### config.mk
export PLATFORM = sky130hd
export DESIGN_NAME = gpio_irq_unit
export DESIGN_NICKNAME = d
export VERILOG_FILES = /design/src/rtl/gpio_irq_pkg.sv /design/src/rtl/gpio_irq_detect.sv /design/src/rtl/gpio_irq_bank.sv /design/src/rtl/gpio_irq_unit.sv
export SDC_FILE = /design/constraint.sdc
export NUM_CORES = 1
export LEC_CHECK = 0
export ABC_CLOCK_PERIOD_IN_PS = 2000
export BUFFER_PORTS_ARGS = -buffer_cell sky130_fd_sc_hd__buf_2
export CORE_AREA = 2 2 228 230
export CTS_CLUSTER_SIZE = 28
export DETAILED_ROUTE_END_ITERATION = 8
export DIE_AREA = 0 0 230 232
export GPL_TIMING_DRIVEN = 1
export PLACE_DENSITY = 0.71
export SLEW_MARGIN = 20
export SYNTH_ARGS = -nofsm -noshare
export SYNTH_HDL_FRONTEND = slang
export SYNTH_HIERARCHICAL = 1
export SYNTH_SLANG_ARGS = --single-unit
### constraint.sdc
create_clock -name clk -period 2 [get_ports clk]
set_input_delay 0.2 -clock clk [delete_from_list [all_inputs] [get_ports clk]]
set_output_delay 0.2 -clock clk [all_outputs]
set_load 0.01 [all_outputs]
### src/rtl/gpio_irq_pkg.sv
package gpio_irq_pkg;

    typedef enum logic [1:0] {
        TRIG_LEVEL = 2'd0,
        TRIG_RISE  = 2'd1,
        TRIG_OFF   = 2'd2,
        TRIG_RSVD  = 2'd3
    } trig_mode_e;

    localparam int unsigned WORD_BYTES = 4;

endpackage

### src/rtl/gpio_irq_detect.sv
module gpio_irq_detect
    import gpio_irq_pkg::*;
#(
    parameter int unsigned N_PADS = 128
) (
    input  logic                  clk,
    input  logic                  rst_n,
    input  logic [N_PADS-1:0]     pad_in,
    input  logic [2*N_PADS-1:0]   pad_mode,
    input  logic [N_PADS-1:0]     pad_sel_nz,
    output logic [N_PADS-1:0]     event_o
);

    typedef struct packed {
        logic [N_PADS-1:0] prev;
    } det_state_t;

    det_state_t st_d, st_q;

    always_comb begin
        st_d      = st_q;
        st_d.prev = pad_in;
    end

    for (genvar p = 0; p < N_PADS; p++) begin : g_pad
        trig_mode_e mode;
        always_comb begin
            mode = trig_mode_e'(pad_mode[2*p +: 2]);
            case (mode)
                TRIG_LEVEL: event_o[p] = pad_sel_nz[p] & pad_in[p];
                TRIG_RISE:  event_o[p] = pad_sel_nz[p] & pad_in[p] & ~st_q.prev[p];
                default:    event_o[p] = 1'b0;
            endcase
        end

        AST_OFF_NO_EVENT: assert property (@(posedge clk) disable iff (!rst_n)
            (pad_mode[2*p+1] || !pad_sel_nz[p]) |-> !event_o[p]);
    end

    // Previous levels reset high so a pad already high at reset is not seen as rising.
    always_ff @(posedge clk or negedge rst_n) begin
        if (!rst_n) begin
            st_q.prev <= '1;
        end else begin
            st_q <= st_d;
        end
    end

endmodule

### src/rtl/gpio_irq_bank.sv
module gpio_irq_bank #(
    parameter int unsigned BANK_W = 32
) (
    input  logic              clk,
    input  logic              rst_n,
    input  logic [BANK_W-1:0] event_i,
    input  logic              sts_wr,
    input  logic              en_wr,
    input  logic [BANK_W-1:0] wr_data,
    output logic [BANK_W-1:0] sts_o,
    output logic [BANK_W-1:0] en_o,
    output logic [BANK_W-1:0] pend_o
);

    typedef struct packed {
        logic [BANK_W-1:0] sts;
        logic [BANK_W-1:0] en;
    } bank_state_t;

    bank_state_t st_d, st_q;
    logic [BANK_W-1:0] clr_mask;

    always_comb begin
        st_d     = st_q;
        clr_mask = sts_wr ? wr_data : '0;
        // Events are ORed in after the clear, so a coincident set survives.
        st_d.sts = (st_q.sts & ~clr_mask) | event_i;
        if (en_wr) begin
            st_d.en = wr_data;
        end
    end

    always_ff @(posedge clk or negedge rst_n) begin
        if (!rst_n) begin
            st_q <= '0;
        end else begin
            st_q <= st_d;
        end
    end

    assign sts_o  = st_q.sts;
    assign en_o   = st_q.en;
    assign pend_o = st_q.sts & st_q.en;

    AST_SET_WINS: assert property (@(posedge clk) disable iff (!rst_n)
        (event_i != '0) |=> ((st_q.sts & $past(event_i)) == $past(event_i)));

    AST_W1C_CLEARS: assert property (@(posedge clk) disable iff (!rst_n)
        sts_wr |=> ((st_q.sts & $past(wr_data & ~event_i)) == '0));

    AST_STS_STICKY: assert property (@(posedge clk) disable iff (!rst_n)
        !sts_wr |=> (($past(st_q.sts) & ~st_q.sts) == '0));

    AST_EN_HOLD: assert property (@(posedge clk) disable iff (!rst_n)
        !en_wr |=> $stable(st_q.en));

endmodule

### src/rtl/gpio_irq_unit.sv
module gpio_irq_unit
    import gpio_irq_pkg::*;
#(
    parameter int unsigned N_PADS   = 128,
    parameter int unsigned BANK_W   = 32,
    parameter int unsigned ADDR_W   = 8,
    parameter int unsigned STS_BASE = 32'h14,
    parameter int unsigned EN_BASE  = 32'h24
) (
    input  logic                clk,
    input  logic                rst_n,
    input  logic [127:0]        pad_in,
    input  logic [255:0]        pad_mode,
    input  logic [127:0]        pad_sel_nz,
    input  logic                wr_en,
    input  logic                rd_en,
    input  logic [7:0]          addr,
    input  logic [31:0]         wr_data,
    output logic [31:0]         rd_data,
    output logic                rd_valid,
    output logic                irq_o
);

    localparam int unsigned N_BANKS = N_PADS / BANK_W;
    localparam int unsigned IDX_W   = (N_BANKS > 1) ? $clog2(N_BANKS) : 1;
    localparam int unsigned SPAN    = N_BANKS * WORD_BYTES;

    typedef struct packed {
        logic              irq;
        logic              rvalid;
        logic [BANK_W-1:0] rdata;
    } top_state_t;

    top_state_t st_d, st_q;

    logic [N_PADS-1:0] events;
    logic [BANK_W-1:0] sts_w  [N_BANKS];
    logic [BANK_W-1:0] en_w   [N_BANKS];
    logic [BANK_W-1:0] pend_w [N_BANKS];
    logic              sts_hit, en_hit;
    logic [IDX_W-1:0]  word_idx;
    logic              any_pend;

    gpio_irq_detect #(.N_PADS(N_PADS)) u_detect (
        .clk        (clk),
        .rst_n      (rst_n),
        .pad_in     (pad_in),
        .pad_mode   (pad_mode),
        .pad_sel_nz (pad_sel_nz),
        .event_o    (events)
    );

    always_comb begin
        int unsigned a;
        a        = 32'(addr);
        sts_hit  = (a >= STS_BASE) && (a < STS_BASE + SPAN) && (addr[1:0] == 2'b00);
        en_hit   = (a >= EN_BASE)  && (a < EN_BASE  + SPAN) && (addr[1:0] == 2'b00);
        word_idx = '0;
        if (sts_hit) begin
            word_idx = IDX_W'((a - STS_BASE) / WORD_BYTES);
        end else if (en_hit) begin
            word_idx = IDX_W'((a - EN_BASE) / WORD_BYTES);
        end
    end

    for (genvar b = 0; b < N_BANKS; b++) begin : g_bank
        gpio_irq_bank #(.BANK_W(BANK_W)) u_bank (
            .clk     (clk),
            .rst_n   (rst_n),
            .event_i (events[b*BANK_W +: BANK_W]),
            .sts_wr  (wr_en && sts_hit && (word_idx == IDX_W'(b))),
            .en_wr   (wr_en && en_hit  && (word_idx == IDX_W'(b))),
            .wr_data (wr_data),
            .sts_o   (sts_w[b]),
            .en_o    (en_w[b]),
            .pend_o  (pend_w[b])
        );
    end

    always_comb begin
        any_pend = 1'b0;
        for (int b = 0; b < N_BANKS; b++) begin
            any_pend = any_pend | (|pend_w[b]);
        end
    end

    always_comb begin
        st_d        = st_q;
        st_d.irq    = any_pend;
        st_d.rvalid = rd_en;
        if (rd_en) begin
            st_d.rdata = '0;
            if (sts_hit) begin
                st_d.rdata = sts_w[word_idx];
            end else if (en_hit) begin
                st_d.rdata = en_w[word_idx];
            end
        end
    end

    always_ff @(posedge clk or negedge rst_n) begin
        if (!rst_n) begin
            st_q <= '0;
        end else begin
            st_q <= st_d;
        end
    end

    assign irq_o    = st_q.irq;
    assign rd_valid = st_q.rvalid;
    assign rd_data  = st_q.rdata;

    AST_IRQ_RISES: assert property (@(posedge clk) disable iff (!rst_n)
        any_pend |=> irq_o);

    AST_IRQ_FALLS: assert property (@(posedge clk) disable iff (!rst_n)
        !any_pend |=> !irq_o);

    AST_RD_VALID: assert property (@(posedge clk) disable iff (!rst_n)
        rd_en |=> rd_valid);

    AST_BAD_ADDR_ZERO: assert property (@(posedge clk) disable iff (!rst_n)
        (rd_en && !sts_hit && !en_hit) |=> (rd_data == '0));

endmodule

-- After elaboration in Yosys (flattened, before gate mapping)
Cells that the tools add are included.
Widths: inputs -> output; s select.
- flip-flop bits (word level): 418
- input bits: 556
- output and inout bits: 34
- latch bits: 0
- bits in read-only memories: 0
- memories kept: 0
- RAM bits: 0
- bitwise gates (word level): 404
- muxes and demuxes: 142
- shifts and indexed selects: 0
- order comparisons: 5
- eq/ne operators: 131
- reduce and logical (&&, ||, !) cells: 148
- multipliers: 0
- add/subtract/negate cells: 2
- divide/modulo/power cells: 0
- operator list (cell ; number):
    $mux 32 ; 10
    $logic_not 2->1 ; 130
    $eq 2x1->1 const B ; 129
    $and 1x1->1 ; 256
    $and 32x32->32 ; 8
    $pmux 1 s2 ; 128
    $bmux 32 s2 ; 2
    $not 1->1 ; 128
    $not 32->32 ; 4
    $or 32x32->32 ; 4
    $reduce_or 32->1 ; 4
    $lt 8x6->1 const B ; 2
    $logic_and 1x1->1 ; 14
    $ge 8x5->1 const B ; 1
    $ge 8x6->1 const B ; 1
    $sub 4x3->4 const B ; 2
    $eq 2x2->1 const B ; 2
    $mux 2 ; 2
    $ge 3x3->1 const B ; 1
    $not 2->3 ; 1
    $or 1x1->1 ; 3

-- Longest topological paths before layout
- depth in word-level cells: 11
- depth in mapped cells: 10

-- Hierarchy
The synthesis kept the hierarchy.
- by module, submodules not included (module ; area each (sq um) ; instances ; sequential area each (sq um) ; cells an instance):
    gpio_irq_bank ; 2721.4 ; 4 ; 1601.5 ; 199
    gpio_irq_detect ; 5445.2 ; 1 ; 3363.2 ; 384
    gpio_irq_unit ; 3749.8 ; 1 ; 850.8 ; 484

-- Least setup slack after synthesis
Ideal clock, no wire load.
- path kind: in2reg
- from: input port addr[2]
- to: register g_bank[3].u_bank.st_q, in the netlist g_bank[3].u_bank/en_o[10]
- path buffers: 3
- arrival time: 2078 ps
- data required time: 1875 ps
- library setup time: 125 ps
- setup slack: -203 ps
- stages: 10
- path through: inv_1 ha_1 nand2b_1 a22o_1 nand3_1 clkbuf_1 nor3_1 buf_6 buf_12 mux2_4
- word-level cells in the longest chain between the ends: 7
- elaborated cells on any way between the ends: 15
- ends and longest elaborated chain (what ; RTL line ; RTL):
    start: declaration ; gpio_irq_unit.sv:17 ; input logic [7:0] addr,
    $ge 8x6->1 or $lt 8x6->1 (tied branches) ; gpio_irq_unit.sv:57 ; en_hit = (a >= EN_BASE) && (a < EN_BASE + SPAN) && (addr[1:0] == 2'b00);
    $logic_and 1x1->1 (2 in a row) ; gpio_irq_unit.sv:57 ;
    $mux 2 ; gpio_irq_unit.sv:61 ; end else if (en_hit) begin
    $mux 2 ; gpio_irq_unit.sv:59 ; if (sts_hit) begin
    $eq 2x2->1 ; gpio_irq_unit.sv:72 ; .en_wr (wr_en && en_hit && (word_idx == IDX_W'(b))),
    $logic_and 1x1->1 (*) ; gpio_irq_unit.sv:72 ;
    end signal: assignment ; gpio_irq_bank.sv:37 ; st_q <= st_d;
    end: declaration ; gpio_irq_bank.sv:20 ; bank_state_t st_d, st_q;
Mark *: on every way between the ends. The rest lies on a longest branch, timed or not.
A chain may end at the register's enable or synchronous reset.

==> impl_metrics.csv <==
group,metric,value,unit
status,outcome,"complete, no violations",
logic_synthesis,ys_seq_area_frac,0.529,
place,place_area,0.0245,mm²
logic_synthesis,syn_area,0.0201,mm²
setup_path,worstPathArrival,2.46,ns
logic_synthesis,syn_nets,2222,
layout,fill_cells,4093,
logic_synthesis,synthXorXnorAreaFrac,0,
die,initial_core_util,0.395,
clocking,clockBufferDepth,3,
setup_path,path_class,"register to register",
die,row_count,83,
logic_synthesis,synth_common_cells,"327 x nand2_1, 290 x dfrtp_1, 131 x and2_1",
min_path,hold_class,"primary input to register",
logic_synthesis,synthArstFlopShare,1.00,
die,die_y,232,µm
setup_path,cp-end-kind,"register",
min_path,min_from,"pad_mode[176]",
timing,fin_crit,1.99,ns
clocking,cts_setup_buffers,0,
logic_synthesis,synth_simple_gate_area_share,0.143,
logic_synthesis,ys_warn_count,6,
route,drt_iter0_drc,1153,
layout,design_area,0.0305,mm²
clocking,cts-htree-levels,2,
logic_synthesis,synth.avg_cell_area,12.1,µm²
route,drc,0,
route,ant_nets,0,
logic_synthesis,yosysTopAreaCell,"dfrtp_1",
route,wirelength,75.1,mm
timing,fin_ws,0.0138,ns
place,io_buffers,589,
min_path,whs_path_depth,3,
layout,utilization,0.599,
layout,drive_gt1_frac,0.419,
route,vias_per_cell,5.27,
place,gp_congestion,0.888,
setup_path,regToRegSetupSlack,0.01,ns
logic_synthesis,ys_ff_latch,418,
logic_synthesis,synth_fa_ha_area_frac,0.00125,
logic_synthesis,synth_ff_type,"dfrtp_1",
logic_synthesis,synth-compound-area-share,0.185,
setup_path,crit_required,2.48,ns
timing,tightest_slew,0.771,ns
power_and_ir_drop,leakage,13.5,nW
global_routing,grt_overflow_total,0,
place,dp_hpwl,50.1,mm
setup_path,reg2reg_depth,4,
setup_path,worstPathMaxFanout,1,
timing,relSlewSlack,0.485,
logic_synthesis,muxShareOfSynthArea,0.110,
power_and_ir_drop,irDropWorstVdd,0.000518,V
route,vias,18300,
timing,final.setup.tns,0,ns
die,core,0.0509,mm²
global_routing,grt_max_degree,76,
global_routing,first_global_vias,20500,
power_and_ir_drop,power_density,689,mW/mm²
setup_path,startpoint,"u_detect/st_q[19]$_DFF_PN1_",
die,ioPinCount,590,
die,die_area,0.0534,mm²
setup_path,r2r-end,"g_bank[0].u_bank/sts_o[19]$_DFF_PN0_",
layout,final_nets,3306,
route,wl_per_cell,21.6,µm
logic_synthesis,synth_area_leaders,"dfrtp_1 36%, dfstp_2 17%, mux2_4 9.0%",
global_routing,grt_pass1_wl,115,mm
timing,period_share,0.993,
timing,max_freq,503,MHz
place,pre_cts_ws,-0.237,ns
route,dr.pass1.iters,5,
logic_synthesis,synth_edf_count,0,
timing,setup_viol_count_final,0,
global_routing,grtUsageTotal,0.278,
timing,hold_viol,0,
die,fp.dieW,230,µm
setup_path,rr_startpoint,"u_detect/st_q[19]$_DFF_PN1_",
logic_synthesis,synth.most_common_cell,"nand2_1",
logic_synthesis,synth_cell_types,43,
clocking,cts_tree,"done",
min_path,hold-path-endpoint,"g_bank[2].u_bank/sts_o[24]$_DFF_PN0_",
run,cap_violations,0,
setup_path,cp-start-kind,"register",
timing,drv_slew,0,
logic_synthesis,synth_top_family_by_area,"compound AO/OA/AOI/OAI gates",
clocking,clk_latency,0.60,ns
timing,fin_skew,0.0136,ns
clocking,clock_sinks,418,
clocking,cts_inserted_buffers,48,
layout,antenna_cells,0,
timing,rsz0062_at_grt,"yes",
clocking,clkTransAtPathRegs,0.06,ns
logic_synthesis,synthCells,1664,
layout,area_growth,51.7,%
logic_synthesis,synth_top_area_share,0.361,
global_routing,antenna_found_initial,1,
clocking,cts-root-buf,"clkbuf_16",
==> flip-flops by register name, indices dropped and copies added (netlist names) <==
name,flops
irq_o,1
g_bank.u_bank/en_o,128
rd_valid,1
g_bank.u_bank/sts_o,128
rd_data,32
u_detect/st_q,128
==> where the power goes <==
part           leakage, nW  switching, mW  internal [mW]
clock                0.810           3.66           5.39
combinational         8.01           1.32           1.50
sequential            4.71          0.237           8.88
total                 13.5           5.22           15.8
==> worst max-delay path by stage <==
stage	endpoint	slack (ns)	depth (start not counted)
3_5_place_dp	g_bank[1].u_bank/en_o[31]$_DFFE_PN0P_	-0.24	10
6_report	g_bank[0].u_bank/sts_o[19]$_DFF_PN0_	0.01	4
4_1_cts	g_bank[0].u_bank/sts_o[19]$_DFF_PN0_	0.01	4
5_1_grt	g_bank[0].u_bank/sts_o[20]$_DFF_PN0_	-0.04	12
3_3_place_gp	g_bank[1].u_bank/en_o[31]$_DFFE_PN0P_	-0.20	9
2_1_floorplan	rd_data[11]$_DFFE_PN0P_	-0.002	8
==> cell usage in the layout (no fill, tap or decap), types with 3 or more instances in the layout <==
| cell type | n |
|---|---|
| dfrtp_1 | 290 |
| buf_12 | 28 |
| clkbuf_16 | 51 |
| nor2_4 | 3 |
| mux2i_1 | 32 |
| a2bb2oi_1 | 9 |
| buf_2 | 588 |
| a21oi_1 | 8 |
| nor2b_1 | 33 |
| a211oi_1 | 32 |
| clkbuf_1 | 10 |
| or2_0 | 21 |
| nor4b_1 | 10 |
| buf_4 | 58 |
| mux2_4 | 120 |
| nand4_1 | 9 |
| and2_1 | 131 |
| mux2_2 | 8 |
| clkinv_2 | 12 |
| a21o_1 | 128 |
| nor4_2 | 5 |
| dlygate4sd3_1 | 429 |
| o2111ai_1 | 25 |
| inv_1 | 26 |
| bufinv_16 | 3 |
| o41ai_1 | 22 |
| dfstp_2 | 128 |
| nand2_1 | 326 |
| nor4_1 | 29 |
| clkbuf_8 | 9 |
| nor3_2 | 4 |
| o221ai_1 | 40 |
| a211oi_2 | 128 |
==> per-layer routing <==
layer	wire, µm	global-route usage	part of all wire	up-vias
met2	38300	0.503	0.51	765
met5	13	0	0.00017	-
met1	29000	0.320	0.39	9134
met3	4770	0.0559	0.064	199
met4	3040	0.116	0.040	2
li1	-	-	-	8180
==> worst max-delay path: stages, from the launching register on <==
cell and delay, ns:
dfstp_2 0.52, a211oi_2 0.06, dlygate4sd3_1 0.58, a21o_1 0.16, dlygate4sd3_1 0.55
==> cell type report <==
cell class	count	area (µm²)	share of cell area
clock inverters	20	196	0.00645
flip-flops and latches	418	10600	0.349
well taps	680	851	0.0279
inverters	27	101	0.00333
multi-input cells	1146	8980	0.295
clock buffers	70	1440	0.0472
repair buffers	1107	8290	0.272
==> per-stage QoR <==
| step | cells | hold slack [ns] | power (mW) |
|---|---|---|---|
| final | 3468 | 0.0791 | 21.0 |
| after global routing | 3468 | 0.0619 | 21.8 |
| after CTS | 3482 | 0.0425 | 21.1 |
| after detailed placement | 2948 | 0.233 | 11.4 |
| after global placement | 2948 | 0.227 | 11.3 |
| after floorplan | 1664 | -0.0956 | 9.99 |
==> cell families (layout without fill, tap and decap cells) <==
group / Yosys count / count (layout)
simple gates: 586 / 586
flops: 418 / 418
compound gates: 398 / 398
mux: 160 / 160
buf+inv: 100 / 1224
fa+ha+maj: 2 / 2
==> what timing repair did <==
item | 4_1_cts | 5_1_grt
pin swaps | 0 | 0
hold buffers | 444 | 0
setup endpoints to repair | 1 | 28
cloned | 0 | 0
gates resized for setup | 2 | 8
hold endpoints to repair | 423 | 0
Note: power is estimated with default switching activity, not from simulation.
